--- src/rtl/mcu_seq_pkg.sv ---
package mcu_seq_pkg;

  typedef enum logic [1:0] {
    CPU_RST   = 2'd0,
    CPU_FETCH = 2'd1,
    CPU_EXEC  = 2'd2
  } cpuState_t;

  typedef enum logic [1:0] {
    WR_CONST = 2'd0,
    WR_ACC   = 2'd1,
    WR_ALU   = 2'd2,
    WR_PSW   = 2'd3
  } wrSel_t;

  localparam int ES_W      = 3;
  localparam int NUM_PORTS = 4;

  localparam logic [3:0] ALU_NONE  = 4'h0;
  localparam logic [3:0] ALU_PCADD = 4'h1;
  localparam logic [3:0] ALU_RLC   = 4'hB;

  localparam logic [7:0] ADDR_ACC    = 8'hE0;
  localparam logic [7:0] ADDR_PSW    = 8'hD0;
  localparam logic [7:0] ADDR_SP     = 8'h81;
  localparam logic [7:0] PORT_BASE   = 8'h80;
  localparam logic [7:0] PORT_STRIDE = 8'h10;
  localparam logic [7:0] PORT_INIT   = 8'hFF;
  localparam logic [7:0] SP_INIT     = 8'h07;

  localparam logic [6:0] PTR_RLC  = 7'd1;
  localparam logic [6:0] PTR_MOVP = 7'd2;

  typedef struct packed {
    logic       romRd;
    logic       ramRd;
    logic       ramWr;
    logic [7:0] ramAddr;
    logic       useOpndAddr;
    wrSel_t     wrSel;
    logic [7:0] wrConst;
    logic [3:0] aluOp;
    logic       aluUsePc;
    logic       aluInc;
    logic       pcLoad;
    logic       capOpc;
    logic       capOp2;
    logic       capAcc;
    logic       capPsw;
    logic       capAlu;
  } strobe_t;

endpackage

--- src/rtl/mcu_seq_ctrl.sv ---
module mcu_seq_ctrl
  import mcu_seq_pkg::*;
#(
  parameter int PORT_COUNT = NUM_PORTS
) (
  input  logic       clk,
  input  logic       rstN,
  input  logic       decSecond,
  input  logic       decThird,
  input  logic [6:0] decPtr,
  output strobe_t    st
);

  localparam logic [ES_W-1:0] ES_SP       = ES_W'(PORT_COUNT);
  localparam logic [ES_W-1:0] ES_RST_LAST = ES_W'(PORT_COUNT + 1);
  localparam logic [ES_W-1:0] ES_LAST     = '1;

  cpuState_t       state;
  logic [ES_W-1:0] es;
  logic            ptrKnown;

  assign ptrKnown = (decPtr == PTR_RLC) || (decPtr == PTR_MOVP);

  always_ff @(posedge clk or negedge rstN) begin
    if (!rstN) begin
      state <= CPU_RST;
      es    <= '0;
    end else begin
      unique case (state)
        CPU_RST: begin
          if (es == ES_RST_LAST) begin
            state <= CPU_FETCH;
            es    <= '0;
          end else begin
            es <= es + 1'b1;
          end
        end
        CPU_FETCH: begin
          if (es == ES_LAST) state <= CPU_EXEC;
          es <= es + 1'b1;
        end
        CPU_EXEC: begin
          if ((es == '0 && !ptrKnown) || es == ES_LAST) begin
            state <= CPU_FETCH;
            es    <= '0;
          end else begin
            es <= es + 1'b1;
          end
        end
        default: begin
          state <= CPU_RST;
          es    <= '0;
        end
      endcase
    end
  end

  always_comb begin
    st = '0;
    if (rstN) begin
      unique case (state)
        CPU_RST: begin
          if (es < ES_SP) begin
            st.ramWr   = 1'b1;
            st.ramAddr = PORT_BASE + PORT_STRIDE * 8'(es);
            st.wrSel   = WR_CONST;
            st.wrConst = PORT_INIT;
          end else if (es == ES_SP) begin
            st.ramWr   = 1'b1;
            st.ramAddr = ADDR_SP;
            st.wrSel   = WR_CONST;
            st.wrConst = SP_INIT;
          end
        end
        CPU_FETCH: begin
          case (int'(es))
            0: begin
              st.romRd    = 1'b1;
              st.aluOp    = ALU_PCADD;
              st.aluUsePc = 1'b1;
              st.aluInc   = 1'b1;
              st.pcLoad   = 1'b1;
            end
            1: begin
              st.ramRd   = 1'b1;
              st.ramAddr = ADDR_ACC;
            end
            2: begin
              st.ramRd   = 1'b1;
              st.ramAddr = ADDR_PSW;
            end
            3: begin
              st.capOpc = 1'b1;
              if (decSecond) begin
                st.romRd    = 1'b1;
                st.aluOp    = ALU_PCADD;
                st.aluUsePc = 1'b1;
                st.aluInc   = 1'b1;
                st.pcLoad   = 1'b1;
              end
            end
            4: begin
              st.capAcc   = 1'b1;
              st.romRd    = 1'b1;
              st.aluOp    = ALU_PCADD;
              st.aluUsePc = 1'b1;
              st.aluInc   = decThird;
              st.pcLoad   = 1'b1;
            end
            5: st.capPsw = 1'b1;
            6: st.capOp2 = 1'b1;
            default: ;
          endcase
        end
        CPU_EXEC: begin
          if (decPtr == PTR_RLC) begin
            case (int'(es))
              0: begin
                st.aluOp  = ALU_RLC;
                st.capAlu = 1'b1;
              end
              1: begin
                st.ramWr   = 1'b1;
                st.ramAddr = ADDR_ACC;
                st.wrSel   = WR_ALU;
              end
              2: begin
                st.ramWr   = 1'b1;
                st.ramAddr = ADDR_PSW;
                st.wrSel   = WR_PSW;
              end
              default: ;
            endcase
          end else if (decPtr == PTR_MOVP && es == '0) begin
            st.ramWr       = 1'b1;
            st.useOpndAddr = 1'b1;
            st.wrSel       = WR_ACC;
          end
        end
        default: ;
      endcase
    end
  end

  // quiet buses while reset is held
  p_reset_quiet_r1: assert property (@(posedge clk)
    !rstN |-> !(st.romRd || st.ramRd || st.ramWr));

  // the reset sequence hands over to fetch after its last step
  p_reset_to_fetch_r2: assert property (@(posedge clk) disable iff (!rstN)
    (state == CPU_RST && es == ES_RST_LAST) |=> (state == CPU_FETCH && es == '0));

  // a full fetch is always followed by execute step 0
  p_fetch_to_exec_r9: assert property (@(posedge clk) disable iff (!rstN)
    (state == CPU_FETCH && es == ES_LAST) |=> (state == CPU_EXEC && es == '0));

  // the last execute step clears the ALU request and returns to fetch
  p_exec_end_r9: assert property (@(posedge clk) disable iff (!rstN)
    (state == CPU_EXEC && es == ES_LAST) |-> (st.aluOp == ALU_NONE) ##1 (state == CPU_FETCH && es == '0));

  // an unknown pointer leaves execute after step 0
  p_nop_return_r10: assert property (@(posedge clk) disable iff (!rstN)
    (state == CPU_EXEC && es == '0 && !ptrKnown) |-> !st.ramWr ##1 (state == CPU_FETCH));

endmodule

--- src/rtl/mcu_seq_dpath.sv ---
module mcu_seq_dpath
  import mcu_seq_pkg::*;
#(
  parameter int PC_W = 12
) (
  input  logic            clk,
  input  logic            rstN,
  input  strobe_t         st,
  input  logic [7:0]      romData,
  input  logic [7:0]      ramRdData,
  input  logic [PC_W-1:0] aluResult,
  input  logic            aluCarry,
  input  logic [6:0]      decPtrIn,
  input  logic            decThirdIn,
  output logic [PC_W-1:0] romAddr,
  output logic [7:0]      ramAddr,
  output logic [7:0]      ramWrData,
  output logic [PC_W-1:0] aluA,
  output logic [7:0]      aluB,
  output logic            aluCin,
  output logic [7:0]      decIn,
  output logic [6:0]      decPtr,
  output logic            decThird
);

  localparam int PAD_W = PC_W - 8;

  logic [PC_W-1:0] pc;
  logic [7:0]      opcReg, op2Reg, accReg, pswReg, resReg;
  logic            cReg;

  always_ff @(posedge clk or negedge rstN) begin
    if (!rstN) begin
      pc       <= '0;
      opcReg   <= '0;
      op2Reg   <= '0;
      accReg   <= '0;
      pswReg   <= '0;
      resReg   <= '0;
      cReg     <= 1'b0;
      decPtr   <= '0;
      decThird <= 1'b0;
    end else begin
      if (st.pcLoad) pc <= aluResult;
      if (st.capOpc) begin
        opcReg   <= romData;
        decPtr   <= decPtrIn;
        decThird <= decThirdIn;
      end
      if (st.capOp2) op2Reg <= romData;
      if (st.capAcc) accReg <= ramRdData;
      if (st.capPsw) pswReg <= ramRdData;
      if (st.capAlu) begin
        resReg <= aluResult[7:0];
        cReg   <= aluCarry;
      end
    end
  end

  assign romAddr = pc;
  assign decIn   = st.capOpc ? romData : opcReg;
  assign ramAddr = st.useOpndAddr ? op2Reg : st.ramAddr;
  assign aluA    = st.aluUsePc ? pc : {{PAD_W{1'b0}}, accReg};
  assign aluB    = {7'b0, st.aluInc};
  assign aluCin  = pswReg[7];

  always_comb begin
    unique case (st.wrSel)
      WR_CONST: ramWrData = st.wrConst;
      WR_ACC:   ramWrData = accReg;
      WR_ALU:   ramWrData = resReg;
      WR_PSW:   ramWrData = {cReg, pswReg[6:0]};
      default:  ramWrData = st.wrConst;
    endcase
  end

  // opcode and memory captures happen three steps after their strobes
  p_opc_delay_r6: assert property (@(posedge clk) disable iff (!rstN)
    st.capOpc |-> $past(st.romRd, 3));
  p_acc_delay_r6: assert property (@(posedge clk) disable iff (!rstN)
    st.capAcc |-> $past(st.ramRd, 3));
  p_psw_delay_r6: assert property (@(posedge clk) disable iff (!rstN)
    st.capPsw |-> $past(st.ramRd, 3));

  // a status write keeps the low seven status bits
  p_psw_keep_r7: assert property (@(posedge clk) disable iff (!rstN)
    (st.ramWr && st.wrSel == WR_PSW) |-> (ramWrData[6:0] == pswReg[6:0]));

  // every PC load comes with a PC add request
  p_pc_via_alu_r3: assert property (@(posedge clk) disable iff (!rstN)
    st.pcLoad |-> (st.aluOp == ALU_PCADD && st.aluUsePc));

endmodule

--- src/rtl/mcu_fetch_exec_seq.sv ---
module mcu_fetch_exec_seq
  import mcu_seq_pkg::*;
#(
  parameter int PC_W       = 12,
  parameter int PORT_COUNT = NUM_PORTS
) (
  input  logic            clk,
  input  logic            rstN,
  output logic [PC_W-1:0] romAddr,
  output logic            romRd,
  input  logic [7:0]      romData,
  output logic [7:0]      ramAddr,
  output logic            ramRd,
  output logic            ramWr,
  output logic [7:0]      ramWrData,
  input  logic [7:0]      ramRdData,
  output logic [3:0]      aluOp,
  output logic [PC_W-1:0] aluA,
  output logic [7:0]      aluB,
  output logic            aluCin,
  input  logic [PC_W-1:0] aluResult,
  input  logic            aluCarry,
  output logic [7:0]      decIn,
  input  logic [8:0]      decOut
);

  strobe_t    st;
  logic [6:0] decPtr;
  logic       decThird;

  mcu_seq_ctrl #(.PORT_COUNT(PORT_COUNT)) u_ctrl (
    .clk       (clk),
    .rstN      (rstN),
    .decSecond (decOut[7]),
    .decThird  (decThird),
    .decPtr    (decPtr),
    .st        (st)
  );

  mcu_seq_dpath #(.PC_W(PC_W)) u_dpath (
    .clk        (clk),
    .rstN       (rstN),
    .st         (st),
    .romData    (romData),
    .ramRdData  (ramRdData),
    .aluResult  (aluResult),
    .aluCarry   (aluCarry),
    .decPtrIn   (decOut[6:0]),
    .decThirdIn (decOut[8]),
    .romAddr    (romAddr),
    .ramAddr    (ramAddr),
    .ramWrData  (ramWrData),
    .aluA       (aluA),
    .aluB       (aluB),
    .aluCin     (aluCin),
    .decIn      (decIn),
    .decPtr     (decPtr),
    .decThird   (decThird)
  );

  assign romRd = st.romRd;
  assign ramRd = st.ramRd;
  assign ramWr = st.ramWr;
  assign aluOp = st.aluOp;

endmodule

--- config.mk ---
export PLATFORM = sky130hd
export DESIGN_NAME = mcu_fetch_exec_seq
export DESIGN_NICKNAME = d
export VERILOG_FILES = /design/src/rtl/mcu_seq_pkg.sv /design/src/rtl/mcu_seq_ctrl.sv /design/src/rtl/mcu_seq_dpath.sv /design/src/rtl/mcu_fetch_exec_seq.sv
export SDC_FILE = /design/constraint.sdc
export NUM_CORES = 1
export LEC_CHECK = 0
export CORE_UTILIZATION = 52
export DETAILED_ROUTE_END_ITERATION = 8
export PLACE_DENSITY = 0.87
export REMOVE_ABC_BUFFERS = 1
export SETUP_SLACK_MARGIN = 0.15
export SYNTH_ARGS = -nofsm -noshare
export SYNTH_HDL_FRONTEND = slang
export SYNTH_HIERARCHICAL = 1
export SYNTH_SLANG_ARGS = --single-unit
export TNS_END_PERCENT = 50
--- constraint.sdc ---
create_clock -name clk -period 4.41 [get_ports clk]
set_clock_uncertainty 0.1 [all_clocks]
set_input_delay 0.882 -clock clk [delete_from_list [all_inputs] [get_ports clk]]
set_output_delay 0.882 -clock clk [all_outputs]
set_load 0.1 [all_outputs]
==> impl_results.md <==
- Hold_buf cts: 0
- Drt via density: 5.55
- Fin util: 0.787
- Netlist cell types: 38
- Number of buffers created by CTS: 9
- Post-Syn Area per Cell: 12.8 µm²
- I/O Buffers: between 90 and 100
- Peak Freq: approximately 270 MHz
- Min Tclk post-route: about 3.8 ns
- Mapped cell area: 3570 µm²
- Max layer used: met4
- Worst EP arrival: roughly 2.8 ns
- Seq/Total Area, Yosys: 0.462
- Die W: roughly 85 µm
- Area delta synth->final: 42.9%
- Setup bufs post-CTS: 0
- R2R depth: 6
- Hold Crit Class: input pin to async pin
- Fin crit share: 0.852
- Top cell type by total area after synthesis: dfrtp_1
- Slew of the pin with the lowest slew margin: roughly 1 ns
- Status: finished, violations left
- N_diodes: 0
- Post-CTS sizing: 0
- Synth async-reset ratio: 1.00
- Met2 WL: ~4.1 mm
- Root Buffer: clkbuf_8
- Placed Area: between 4000 and 5000 µm²
- Fraction of layout cells with a size suffix above 1: 0.432
- Minimum hold slack: 0.281 ns
- Fillers: between 300 and 400
- H-Tree Depth: 3
- Fin nets: approximately 420
- Final ANT Viol Nets: 0
- Crit path kind: flop to output pin
- Antenna violations before repair: 0
- Final setup viols: 0
- Register area: between 1500 and 2000 µm²
- Die area: 7210 µm²
- Met1 WL: around 3.3 mm
- Primary FF master, synth: dfrtp_1
- WL met3: 445 µm
- Rows: 29
- Synth warn: 6
- Pre-antenna DRT Iters: 7
- Final instance area: slightly above 5000 µm²
- Startpoint Class: flop
- IO Pins: between 100 and 150
- WL/cell: between 15 and 20 µm
- Vias in the first global route: 2660
- Clock transition at path regs: 0.07 ns
- Vias: approximately 2500
- GR Overflow Total: 0
- Area share of the largest cell type after synthesis: 0.462
- Initial Util: 0.550
- Total global routing track utilization: 0.249
- Chip Height: 84.9 µm
- Worst path required time: between 3 and 4 ns
- Post-detail-place hpwl: 5.94 mm
- Worst setup EP type: output pin
- Largest net degree at the start of global routing: 51
- GPL Wtd Cong: 0.847
- CTS tree: done
- Worst-skew pair later-pin latency: 0.35 ns
- DR iter-0 viols: 142
- Failing checks: design-rule violations
- Endpoints failing hold: 0
- Post-synthesis cell count: 280
- Remaining DRCs: 7
- Max cap viols: 0
- Total negative slack: 0 ns
- Multi-input logic area: ~1700 µm²
- Max-slew violations: 0
- WL final: around 8 mm
- Post-synth EDFFs: 0
- Seq cells post-synth: 66
- Top cells by area, synth: dfrtp_1 (46%), mux2_2 (24%), mux4_2 (5.0%), buf_4 (4.2%), ha_1 (3.9%)
- Worst-case clock buffer depth: 2
- Sink Count: 66
- Core area: 6490 µm²
- Global-route wire length before repair: between 10 and 15 mm
- Unrepaired setup endpoints after global routing: no
- Slew headroom: 0.350
- Critical path peak fanout: 8
cells by family after synthesis:
kind of cell | after synthesis | share of synthesized area
muxes | 85 | 0.293
DFF | 66 | 0.462
and+or+nand+nor | 48 | 0.0777
buffers and inverters | 39 | 0.0700
AOI/OAI and AO/OA | 28 | 0.0543
adders and majority gates | 11 | 0.0385
other | 2 | 0.00210
xor gates and xnor gates | 1 | 0.00245
cells in the final DEF (no fill, tap or decap), drive strengths merged:
cell,instances
o21a,2
nor3,10
inv,7
xor2,1
o21bai,3
nand3,2
o2bb2a,1
clkinv,1
and3,3
bufinv,2
a21boi,2
clkdlybuf4s50,51
nand2b,6
conb,11
nor2b,4
ha,11
buf,52
clkbuf,11
and4,1
nor2,9
mux4,8
and2,6
clkinvlp,1
dfrtp,66
nand2,5
nand4,2
a31o,1
o2bb2ai,1
mux2,77
o22ai,1
a211oi,2
a21oi,9
o21ai,6
flip-flops by register name, indices dropped and copies added, names as in the netlist:
signal            count
u_ctrl/es             3
u_ctrl/state          2
u_dpath/accReg        8
u_dpath/cReg          1
u_dpath/decPtr        7
u_dpath/decThird      1
u_dpath/op2Reg        8
u_dpath/opcReg        8
u_dpath/pswReg        8
u_dpath/resReg        8
u_dpath/romAddr      12
area by class of cell:
class                   instances  area share
multi-input cells             184       0.336
flip-flops and latches         66       0.323
repair buffers                103       0.271
clock buffers                  11      0.0296
well taps                      77      0.0189
clock inverters                 5      0.0167
inverters                       6     0.00441
synthesized netlist by cell type (2+ instances only):
library cell   n
mux4_2         8
nand2b_1       5
dfrtp_1       66
nand2_1        5
conb_1         2
nor2_1         9
a21oi_1        9
o21bai_1       3
mux2_2        77
nor3_1         8
o21a_1         2
nor2b_1        4
inv_1          6
clkbuf_2       2
ha_1          11
buf_2          9
o21ai_0        3
buf_4         20
nand3_1        2
and3_1         3
and2_1         6
buf_6          2
o21ai_1        3
critical path: stages (launching register included):
cell      delay [ns]
dfrtp_1         0.44
inv_1           0.12
ha_1            0.29
inv_1           0.17
o2bb2a_1        0.32
nor3_2          0.12
buf_4           0.23
mux4_2          0.56
buf_12          0.19
per-stage QoR:
stage,std cells,setup WS (ns)
floorplan,256,0.418
CTS,452,0.636
finish,452,0.653
global route,452,0.514
detailed placement,436,0.910
global placement,436,0.945
final timing paths:
kind	slack (ns)	start	endpoint
setup / recovery	0.65	u_ctrl/es[0]	ramWrData[3]
hold / removal	0.28	rstN	u_ctrl/es[1]
setup reg to reg	2.03	u_ctrl/state[0]	u_dpath/cReg
hold reg to reg	0.41	u_dpath/op2Reg[1]	u_dpath/op2Reg[1]
max in group asynchronous	3.06	rstN	u_dpath/resReg[1]
min in group clk	0.41	u_dpath/op2Reg[1]	u_dpath/op2Reg[1]
metal layers:
layer | track usage | vias up
li1 | - | 1145
met1 | 0.318 | 1248
met2 | 0.412 | 101
met3 | 0.0681 | 14
met4 | 0.0832 | 0
met5 | 0 | -
Power is not shown: default switching activity piles up to over one toggle a cycle in this logic, so the estimate is an artifact.
